--- src/rtl/sbfc_pkg.sv ---
package sbfc_pkg;

    typedef enum logic {
        DIR_H2D = 1'b0,
        DIR_D2H = 1'b1
    } xfer_dir_e;

    typedef struct packed {
        logic inc;
        logic dec;
    } occ_step_t;

    function automatic int unsigned ring_next(int unsigned cur, int unsigned slots);
        return (cur + 1 == slots) ? 0 : cur + 1;
    endfunction

endpackage

--- src/rtl/sbfc_ring_ptr.sv ---
module sbfc_ring_ptr
    import sbfc_pkg::*;
#(
    parameter int SLOTS = 16,
    parameter int PTR_W = $clog2(SLOTS)
) (
    input  logic             clk,
    input  logic             rst,
    input  logic             clr,
    input  logic             adv,
    output logic [PTR_W-1:0] ptr
);
    always_ff @(posedge clk) begin
        if (rst || clr)
            ptr <= '0;
        else if (adv)
            ptr <= PTR_W'(ring_next(int'(ptr), SLOTS));
    end
endmodule

--- src/rtl/sbfc_occupancy.sv ---
module sbfc_occupancy
    import sbfc_pkg::*;
#(
    parameter int SLOTS = 16,
    parameter int OCC_W = $clog2(SLOTS + 1)
) (
    input  logic             clk,
    input  logic             rst,
    input  logic             clr,
    input  occ_step_t        step,
    output logic [OCC_W-1:0] occ,
    output logic             full,
    output logic             empty
);
    always_ff @(posedge clk) begin
        if (rst || clr)
            occ <= '0;
        else if (step.inc && !step.dec)
            occ <= occ + 1'b1;
        else if (step.dec && !step.inc)
            occ <= occ - 1'b1;
    end

    assign full  = (occ == OCC_W'(SLOTS));
    assign empty = (occ == '0);

    assert_occ_bound_R2: assert property (@(posedge clk) disable iff (rst)
        int'(occ) <= SLOTS);

    assert_occ_inc_R2: assert property (@(posedge clk) disable iff (rst)
        (step.inc && !step.dec && !clr) |=> (int'(occ) == int'($past(occ)) + 1));

    assert_occ_dec_R2: assert property (@(posedge clk) disable iff (rst)
        (step.dec && !step.inc && !clr) |=> (int'(occ) + 1 == int'($past(occ))));
endmodule

--- src/rtl/sbfc_sector_count.sv ---
module sbfc_sector_count #(
    parameter int CNT_W = 8
) (
    input  logic             clk,
    input  logic             rst,
    input  logic             clr,
    input  logic             load,
    input  logic [CNT_W-1:0] len,
    input  logic             dec,
    output logic [CNT_W-1:0] cnt,
    output logic             done
);
    always_ff @(posedge clk) begin
        if (rst)
            cnt <= '0;
        else if (load)
            cnt <= len;
        else if (clr)
            cnt <= '0;
        else if (dec && cnt != '0)
            cnt <= cnt - 1'b1;
    end

    assign done = (cnt == '0);

    assert_cnt_stays_done_R8: assert property (@(posedge clk) disable iff (rst)
        (done && !load) |=> done);

    assert_cnt_step_R8: assert property (@(posedge clk) disable iff (rst)
        (dec && !done && !load && !clr) |=> (int'(cnt) + 1 == int'($past(cnt))));
endmodule

--- src/rtl/sector_flow_ctrl.sv ---
module sector_flow_ctrl
    import sbfc_pkg::*;
#(
    parameter int SLOTS = 16,
    parameter int CNT_W = 8,
    parameter int PTR_W = $clog2(SLOTS),
    parameter int OCC_W = $clog2(SLOTS + 1)
) (
    input  logic             clk,
    input  logic             rst,
    input  logic             clr,
    input  logic             cfg_we,
    input  logic             cfg_dir,
    input  logic [CNT_W-1:0] cfg_len,
    input  logic             host_commit,
    input  logic             disk_commit,
    output logic             host_rdy,
    output logic             disk_rdy,
    output logic [PTR_W-1:0] host_ptr,
    output logic [PTR_W-1:0] disk_ptr,
    output logic [OCC_W-1:0] occupancy,
    output logic             full,
    output logic             empty,
    output logic [CNT_W-1:0] sec_cnt,
    output logic             done,
    output logic             cur_dir
);
    localparam int NSIDE = 2;

    xfer_dir_e  dir_q;
    occ_step_t  step;
    logic       host_acc, disk_acc;
    logic [NSIDE-1:0]            side_adv;
    logic [NSIDE-1:0][PTR_W-1:0] side_ptr;

    always_ff @(posedge clk) begin
        if (rst)
            dir_q <= DIR_H2D;
        else if (cfg_we)
            dir_q <= xfer_dir_e'(cfg_dir);
    end
    assign cur_dir = dir_q;

    always_comb begin
        if (dir_q == DIR_H2D) begin
            host_rdy = !full;
            disk_rdy = !empty && !done;
        end else begin
            host_rdy = !empty;
            disk_rdy = !full && !done;
        end
        host_acc = host_commit && host_rdy;
        disk_acc = disk_commit && disk_rdy;
        step.inc = (dir_q == DIR_H2D) ? host_acc : disk_acc;
        step.dec = (dir_q == DIR_H2D) ? disk_acc : host_acc;
    end

    assign side_adv = {disk_acc, host_acc};

    for (genvar s = 0; s < NSIDE; s++) begin : g_side
        sbfc_ring_ptr #(.SLOTS(SLOTS), .PTR_W(PTR_W)) u_ptr (
            .clk (clk),
            .rst (rst),
            .clr (clr),
            .adv (side_adv[s]),
            .ptr (side_ptr[s])
        );
    end
    assign host_ptr = side_ptr[0];
    assign disk_ptr = side_ptr[1];

    sbfc_occupancy #(.SLOTS(SLOTS), .OCC_W(OCC_W)) u_occ (
        .clk   (clk),
        .rst   (rst),
        .clr   (clr),
        .step  (step),
        .occ   (occupancy),
        .full  (full),
        .empty (empty)
    );

    sbfc_sector_count #(.CNT_W(CNT_W)) u_cnt (
        .clk  (clk),
        .rst  (rst),
        .clr  (clr),
        .load (cfg_we),
        .len  (cfg_len),
        .dec  (disk_acc),
        .cnt  (sec_cnt),
        .done (done)
    );

    // Pointer gap follows occupancy; direction is expected to change only with an empty buffer.
    assert_ptr_gap_R6: assert property (@(posedge clk) disable iff (rst)
        ((dir_q == DIR_H2D)
            ? ((int'(host_ptr) + SLOTS - int'(disk_ptr)) % SLOTS)
            : ((int'(disk_ptr) + SLOTS - int'(host_ptr)) % SLOTS))
        == (int'(occupancy) % SLOTS));

    assert_host_refused_R5: assert property (@(posedge clk) disable iff (rst)
        (host_commit && !host_rdy && !clr) |=> $stable(host_ptr));

    assert_disk_refused_R5: assert property (@(posedge clk) disable iff (rst)
        (disk_commit && !disk_rdy && !clr && !cfg_we) |=> ($stable(disk_ptr) && $stable(sec_cnt)));
endmodule

--- config.mk ---
export PLATFORM = sky130hd
export DESIGN_NAME = sector_flow_ctrl
export DESIGN_NICKNAME = d
export VERILOG_FILES = /design/src/rtl/sbfc_pkg.sv /design/src/rtl/sbfc_ring_ptr.sv /design/src/rtl/sbfc_occupancy.sv /design/src/rtl/sbfc_sector_count.sv /design/src/rtl/sector_flow_ctrl.sv
export SDC_FILE = /design/constraint.sdc
export NUM_CORES = 1
export LEC_CHECK = 0
export ABC_AREA = 1
export BUFFER_PORTS_ARGS = -buffer_cell sky130_fd_sc_hd__buf_2
export CAP_MARGIN = 25
export CORE_MARGIN = 8
export CORE_UTILIZATION = 35
export DETAILED_ROUTE_END_ITERATION = 12
export RECOVER_POWER = 100
export SETUP_SLACK_MARGIN = 0.02
export SKIP_CTS_REPAIR_TIMING = 1
export SLEW_MARGIN = 20
export SYNTH_ARGS = -nofsm -noshare
export SYNTH_HDL_FRONTEND = slang
export SYNTH_SLANG_ARGS = --single-unit
--- constraint.sdc ---
create_clock -name clk -period 2.9 [get_ports clk]
set_clock_uncertainty 0.2 [all_clocks]
set_input_delay 0.29 -clock clk [delete_from_list [all_inputs] [get_ports clk]]
set_output_delay 0.29 -clock clk [all_outputs]
set_load 0.05 [all_outputs]
==> results of run 1 <==
## cell type report
| cell class | instances | area, sq um |
|---|---|---|
| inverters | 28 | 105.1 |
| repair buffers | 45 | 196.4 |
| well taps | 52 | 65.06 |
| clock buffers | 4 | 55.05 |
| flip-flops and latches | 22 | 450.4 |
| multi-input cells | 156 | 930.9 |
| fillers | 469 | 2461 |
## where the power goes
part           leakage [uW]  switching [uW]  internal [uW]
Sequential         0.000183            39.0            337
Combinational      0.000611             470            178
Clock             0.0000288             113            121
## critical path, delay by kind of cell, from the launching register on
family	cells	cell delay (ns)
simple gates	7	0.63
fa+ha+maj	3	0.68
compound gates	3	0.32
buf+inv	3	0.23
flops	1	0.34
xor+xnor	1	0.16
## worst min path at each step
stage	end	slack (ns)
6_report	cur_dir$_SDFFE_PP0P_	0.05
3_3_place_gp	cur_dir$_SDFFE_PP0P_	0.28
2_1_floorplan	cur_dir$_SDFFE_PP0P_	0.15
3_5_place_dp	cur_dir$_SDFFE_PP0P_	0.28
4_1_cts	cur_dir$_SDFFE_PP0P_	-0.01
5_1_grt	cur_dir$_SDFFE_PP0P_	0.08
## stage by stage
stage	hold slack [ns]	std cells	power (uW)
final	0.04617	307	1260
after global routing	0.07505	307	1351
after CTS	-0.01331	306	1286
after detailed placement	0.2836	302	1051
after global placement	0.2830	302	1046
after floorplan	0.1550	211	933.2
## state kept, by name, indices dropped and copies added, names as in the netlist
name and count:
u_occ.occ 5, g_side.u_ptr.ptr 8, cur_dir 1, u_cnt.cnt 8
## cell usage after synthesis, types with 6 or more instances
master and count:
o21ai_0 9, nand2_2 7, nand3_2 6, nand3_1 12, xor2_1 8, a21oi_2 9
nor2_1 20, dfxtp_1 22, a21oi_1 11, ha_1 7, nand2_1 47, inv_1 24
nor2_2 8
## cell families (layout without fill, tap and decap cells)
family | Yosys count | in the layout | share of synthesized area (%)
fa+ha+maj | 8 | 8 | 7.113
flops | 22 | 22 | 29.11
compound gates | 32 | 32 | 12.99
xor+xnor | 11 | 11 | 6.369
simple gates | 105 | 105 | 34.24
buf+inv | 33 | 77 | 10.17
## layout by cell type (no fill, tap or decap), drive strengths merged, types with 2 or more instances in the layout
cell     n
a21oi   20
buf     15
clkbuf  33
dfxtp   22
ha       7
inv     27
nand2   55
nand3   19
nand4    2
nor2    28
o21ai   10
o22ai    2
xnor2    3
xor2     8
## layer usage
layer | vias up | part of all wire (%) | global-route usage, %
met5 | - | 0 | 0
li1 | 758 | - | -
met1 | 633 | 48 | 13.67
met2 | 29 | 46 | 17.92
met4 | 0 | 2.0 | 5.263
met3 | 5 | 3.6 | 1.422
==> results.yml, run 1 <==
status:
  status: "completed"
floorplanning:
  dieArea_sq_um: 6681
  initial_core_util_pct: 35.48
  num_rows: 24
  dieWidth_um: 81.74
  num_io_pins: 42
  fp.dieH_um: 81.74
  core_sq_um: 4264
timing:
  max_freq_mhz: 377.3
  fin_tns_setup_ns: 0
  drv_slew: 0
  finalHoldViolations: 0
  slew_headroom_pct: 35.14
  rsz0062_at_grt: "false"
  fin_crit_ns: 2.650
  setup_slack_ns: 0.2497
  tightest_slew_ns: 0.9728
  setup_violations: 0
  post-route-period-util_pct: 91.39
worst_setup_path:
  rr_endpoint: "u_occ.occ[4]$_SDFFE_PP0P_"
  endpoint_kind: "register"
  critPathMaxStageDelay_ns: 0.35
  critPathCapture: "u_occ.occ[4]$_SDFFE_PP0P_"
  worstSetupStartpoint: "u_cnt.cnt[0]$_SDFFE_PP0P_"
  rrSetupSlack_ns: 0.25
  crit_chain: "inv_2 -> ha_4 -> nand3_2 -> nor2_2 -> nand2_2 -> nand3_4 -> o22ai_1 -> inv_1 -> ha_1 -> inv_2 -> fa_2 -> nand2_1 -> nand2_1 -> a21oi_1 -> xor2_1 -> nand2_1 -> a21oi_1"
  cpMaxStageDelayCell: "fa_2"
  rr_worst_depth: 17
  r2r-start: "u_cnt.cnt[0]$_SDFFE_PP0P_"
  start_kind: "register"
  cp_data_arrival_time_ns: 2.65
  path_common_cell: "nand2_1"
  crit_fanout: 4
  critPathRequiredTime_ns: 2.90
  path_class: "reg2reg"
flow_run:
  max_cap_violations: 0
yosys:
  synthesis.nets: 234
  synthTopCellsByArea: "dfxtp_1 29%, nand2_1 12%, inv_1 6.0%, ha_1 5.8%, a21oi_2 5.2%"
  synth_top_area_share_pct: 29.11
  synthArstFlopShare_pct: 0
  ys_seq_area_share_pct: 29.11
  ys_types: 27
  synth_seq_cells: 22
  netlist_area_sq_um: 1513
  yosys.area.top_type: "dfxtp_1"
  postSynthCellCount: 211
  syn_avg_cell_area_sq_um: 7.169
  synth-edff-count: 0
  synth_ff_type: "dfxtp_1"
  yosysWarnings: 0
grt:
  track_usage_pct: 10.88
  overflow: 0
  antenna_found_initial: 0
  grt_max_degree: 19
  grt_pass1_vias: 1357
  grt_pass1_wl_mm: 5.844
detailed_routing:
  antenna_left: 0
  drt_wl_total_mm: 3.583
  first_pass_iters: 4
  drc_errors: 0
  wl_per_cell_um: 11.67
  drtIter0Drc: 81
  vias: 1425
  viasPerCell: 4.642
place:
  port_buffers: 41
  place.gp.congestion: 0.8215
  place_worst_setup_slack_ns: 0.08142
  hpwlAfterDp_mm: 2.835
  place_area_sq_um: 1775
layout:
  final_cell_area_sq_um: 1803
  drive_gt1_share_pct: 26.27
  fin_util_pct: 42.28
  areaGrowthSynthToFinish_pct: 19.19
  nets: 279
  diodes: 0
min_path:
  holdPathStages: 3
  hp-start: "cfg_dir"
  hold_path_class: "in2reg"
power_and_ir_drop:
  powerDensity_nw_per_um2: 698.7
  p_leak_uw: 0.0008232
  ir_drop_v: 0.0002112
clock_network:
  cts.clk_slew.worst_paths_ns: 0.09
  clk_latency_ns: 0.27
  cts_root_buf: "clkbuf_8"
  htreeDepth: 1
  cts_made_buffers: 3
  cts.sinks: 22
  cts_buffer_depth: 2
  tritoncts: "done"
No activity file was read; power rests on OpenSTA's default activity.
==> run 2, diff against run 1 <==
--- a/config.mk
+++ b/config.mk
@@ -8,9 +8,13 @@
 export ABC_AREA = 1
 export BUFFER_PORTS_ARGS = -buffer_cell sky130_fd_sc_hd__buf_2
 export CAP_MARGIN = 25
+export CELL_PAD_IN_SITES_DETAIL_PLACEMENT = 0
+export CELL_PAD_IN_SITES_GLOBAL_PLACEMENT = 1
 export CORE_MARGIN = 8
-export CORE_UTILIZATION = 35
+export CORE_UTILIZATION = 33
 export DETAILED_ROUTE_END_ITERATION = 12
+export GPL_TIMING_DRIVEN = 0
+export PLACE_DENSITY_LB_ADDON = 0.1
 export RECOVER_POWER = 100
 export SETUP_SLACK_MARGIN = 0.02
 export SKIP_CTS_REPAIR_TIMING = 1
==> run 2 against run 1 <==
First-iteration DRC count is 2.5% lower. Non-clock buffer count rose by 8. Sequential cell count is the same. Global-route usage up 0.084 points. Sequential share of layout area shrank 1.2 points. Worst setup slack worse by 0.083 ns. Wire length increased by 9.2%. Critical path depth up 1. Highest routed layer unchanged.
==> results.yml, run 2 (same netlist as run 1, synthesis figures left out) <==
clock_network:
  cts_root_buf: "clkbuf_8"
  cts.clk_slew.worst_paths_ns: 0.09
  tritoncts: "done"
  htreeDepth: 1
  cts_made_buffers: 3
  cts_buffer_depth: 2
  cts.sinks: 22
  clk_latency_ns: 0.27
detailed_routing:
  wl_per_cell_um: 12.42
  viasPerCell: 4.619
  drc_errors: 0
  antenna_left: 0
  drtIter0Drc: 79
  drt_wl_total_mm: 3.911
  first_pass_iters: 4
  vias: 1455
timing:
  max_freq_mhz: 365.9
  slew_headroom_pct: 59.56
  fin_tns_setup_ns: 0
  setup_slack_ns: 0.1671
  tightest_slew_ns: 0.6092
  post-route-period-util_pct: 94.24
  drv_slew: 0
  finalHoldViolations: 0
  fin_crit_ns: 2.733
  setup_violations: 0
  rsz0062_at_grt: "false"
place:
  place_worst_setup_slack_ns: -0.1701
  port_buffers: 41
  place.gp.congestion: 0.7509
  hpwlAfterDp_mm: 2.967
power_and_ir_drop:
  p_clk_share_pct: 15.5
  seqPwrFrac_pct: 28.3
  internal_power_uw: 679.8
  p_leak_uw: 0.0008969
  powerDensity_nw_per_um2: 688.1
  p_sw_share_pct: 48.90
  p_comb_share_pct: 56.2
  ir_drop_v: 0.0002726
  p_switching_uw: 650.4
worst_setup_path:
  rrSetupSlack_ns: 0.17
  path_common_cell: "nand2_1"
  cpMaxStageDelayCell: "dfxtp_4"
  crit_chain: "inv_4 -> ha_4 -> nand3_4 -> nor2_4 -> nand2_4 -> nand3_4 -> buf_12 -> o22ai_1 -> inv_1 -> ha_2 -> inv_2 -> fa_2 -> nand2_1 -> nand2_1 -> a21oi_2 -> xor2_1 -> nand2_1 -> a21oi_2"
  cp_data_arrival_time_ns: 2.72
  path_class: "reg2reg"
  critPathRequiredTime_ns: 2.89
  crit_fanout: 5
  start_kind: "register"
  endpoint_kind: "register"
  critPathMaxStageDelay_ns: 0.37
flow_run:
  max_cap_violations: 0
layout:
  fin_util_pct: 44.09
  areaGrowthSynthToFinish_pct: 27.79
  drive_gt1_share_pct: 33.46
  reg.largest.list: "g_side.u_ptr.ptr x8, u_cnt.cnt x8, u_occ.occ x5"
  final_common_cell: "nand2_1"
  seq_area_sq_um: 459.2
  diodes: 0
  fillers: 476
  nets: 287
  multi_input_area_sq_um: 967.2
  layout_common_cells: "47 x nand2_1, 23 x clkbuf_1, 21 x inv_1, 21 x buf_2, 20 x nor2_1"
grt:
  grt_max_degree: 13
  grt_pass1_vias: 1373
  track_usage_pct: 10.96
  grt_pass1_wl_mm: 6.603
  overflow: 0
  antenna_found_initial: 0
floorplanning:
  dieArea_sq_um: 7007
  num_io_pins: 42
  dieWidth_um: 83.71
  num_rows: 24
  initial_core_util_pct: 34.50
  core_sq_um: 4384
  fp.dieH_um: 83.71
min_path:
  hold_path_class: "in2reg"
status:
  status: "completed"
[run 2: cell count changes in the layout (fill, tap and decap cells not counted), sizes merged]
cell,before,now
clkbuf,33,26
clkinv,1,2
buf,15,29
[run 2: path summary, 6_finish.rpt]
kind                                            start                             endpoint  cells past startpoint
setup / recovery            u_cnt.cnt[1]$_SDFFE_PP0P_            u_occ.occ[4]$_SDFFE_PP0P_                     18
hold / removal                                cfg_dir                 cur_dir$_SDFFE_PP0P_                      3
setup reg to reg            u_cnt.cnt[1]$_SDFFE_PP0P_            u_occ.occ[4]$_SDFFE_PP0P_                     18
hold reg to reg   g_side[1].u_ptr.ptr[3]$_SDFFE_PP0P_  g_side[1].u_ptr.ptr[3]$_SDFFE_PP0P_                      2
[run 2: final cells by class]
| class | count | share of cell area (%) |
|---|---|---|
| multi-input combinational | 156 | 50.03 |
| sequential | 22 | 23.75 |
| timing repair buffer | 48 | 12.04 |
| inverter | 28 | 5.696 |
| tap | 52 | 3.366 |
| buffer | 5 | 2.783 |
| clock buffer | 3 | 2.136 |
| clock inverter | 1 | 0.1942 |
[run 2: power by group through the flow]
stage | clock network [uW] | registers (uW) | logic [uW]
final | 206 | 377 | 747
after global routing | 227 | 385 | 816
after CTS | 212 | 376 | 699
after detailed placement | 0 | 383 | 697
after global placement | 0 | 383 | 695
after floorplan | 0 | 485 | 449
[run 2: worst max-delay path, delay by kind of cell (launching register included)]
family | cells | cell delay, ns
adder cells (fa/ha/maj) | 3 | 0.71
AND/OR/NAND/NOR | 7 | 0.61
XOR/XNOR | 1 | 0.15
buffers and inverters | 4 | 0.30
AO/OA/AOI/OAI | 3 | 0.31
flip-flops | 1 | 0.37
[run 2: through the flow]
stage | area [sq um] | total power (uW) | hold WS [ns] | instances
detailed placement | 1802 | 1079 | 0.2806 | 304
global route | 1933 | 1428 | 0.05858 | 315
global placement | 1802 | 1077 | 0.2813 | 304
floorplan | 1531 | 933.2 | 0.1550 | 211
finish | 1933 | 1330 | 0.04885 | 315
CTS | 1847 | 1286 | -0.003494 | 308
[run 2: layer usage]
metal	up-vias	share of wire (%)	track usage [%]
met3	2	5.7	3.027
met5	-	0	0
met1	648	52	15.48
li1	779	-	-
met2	26	42	15.65
met4	0	0.64	2.826
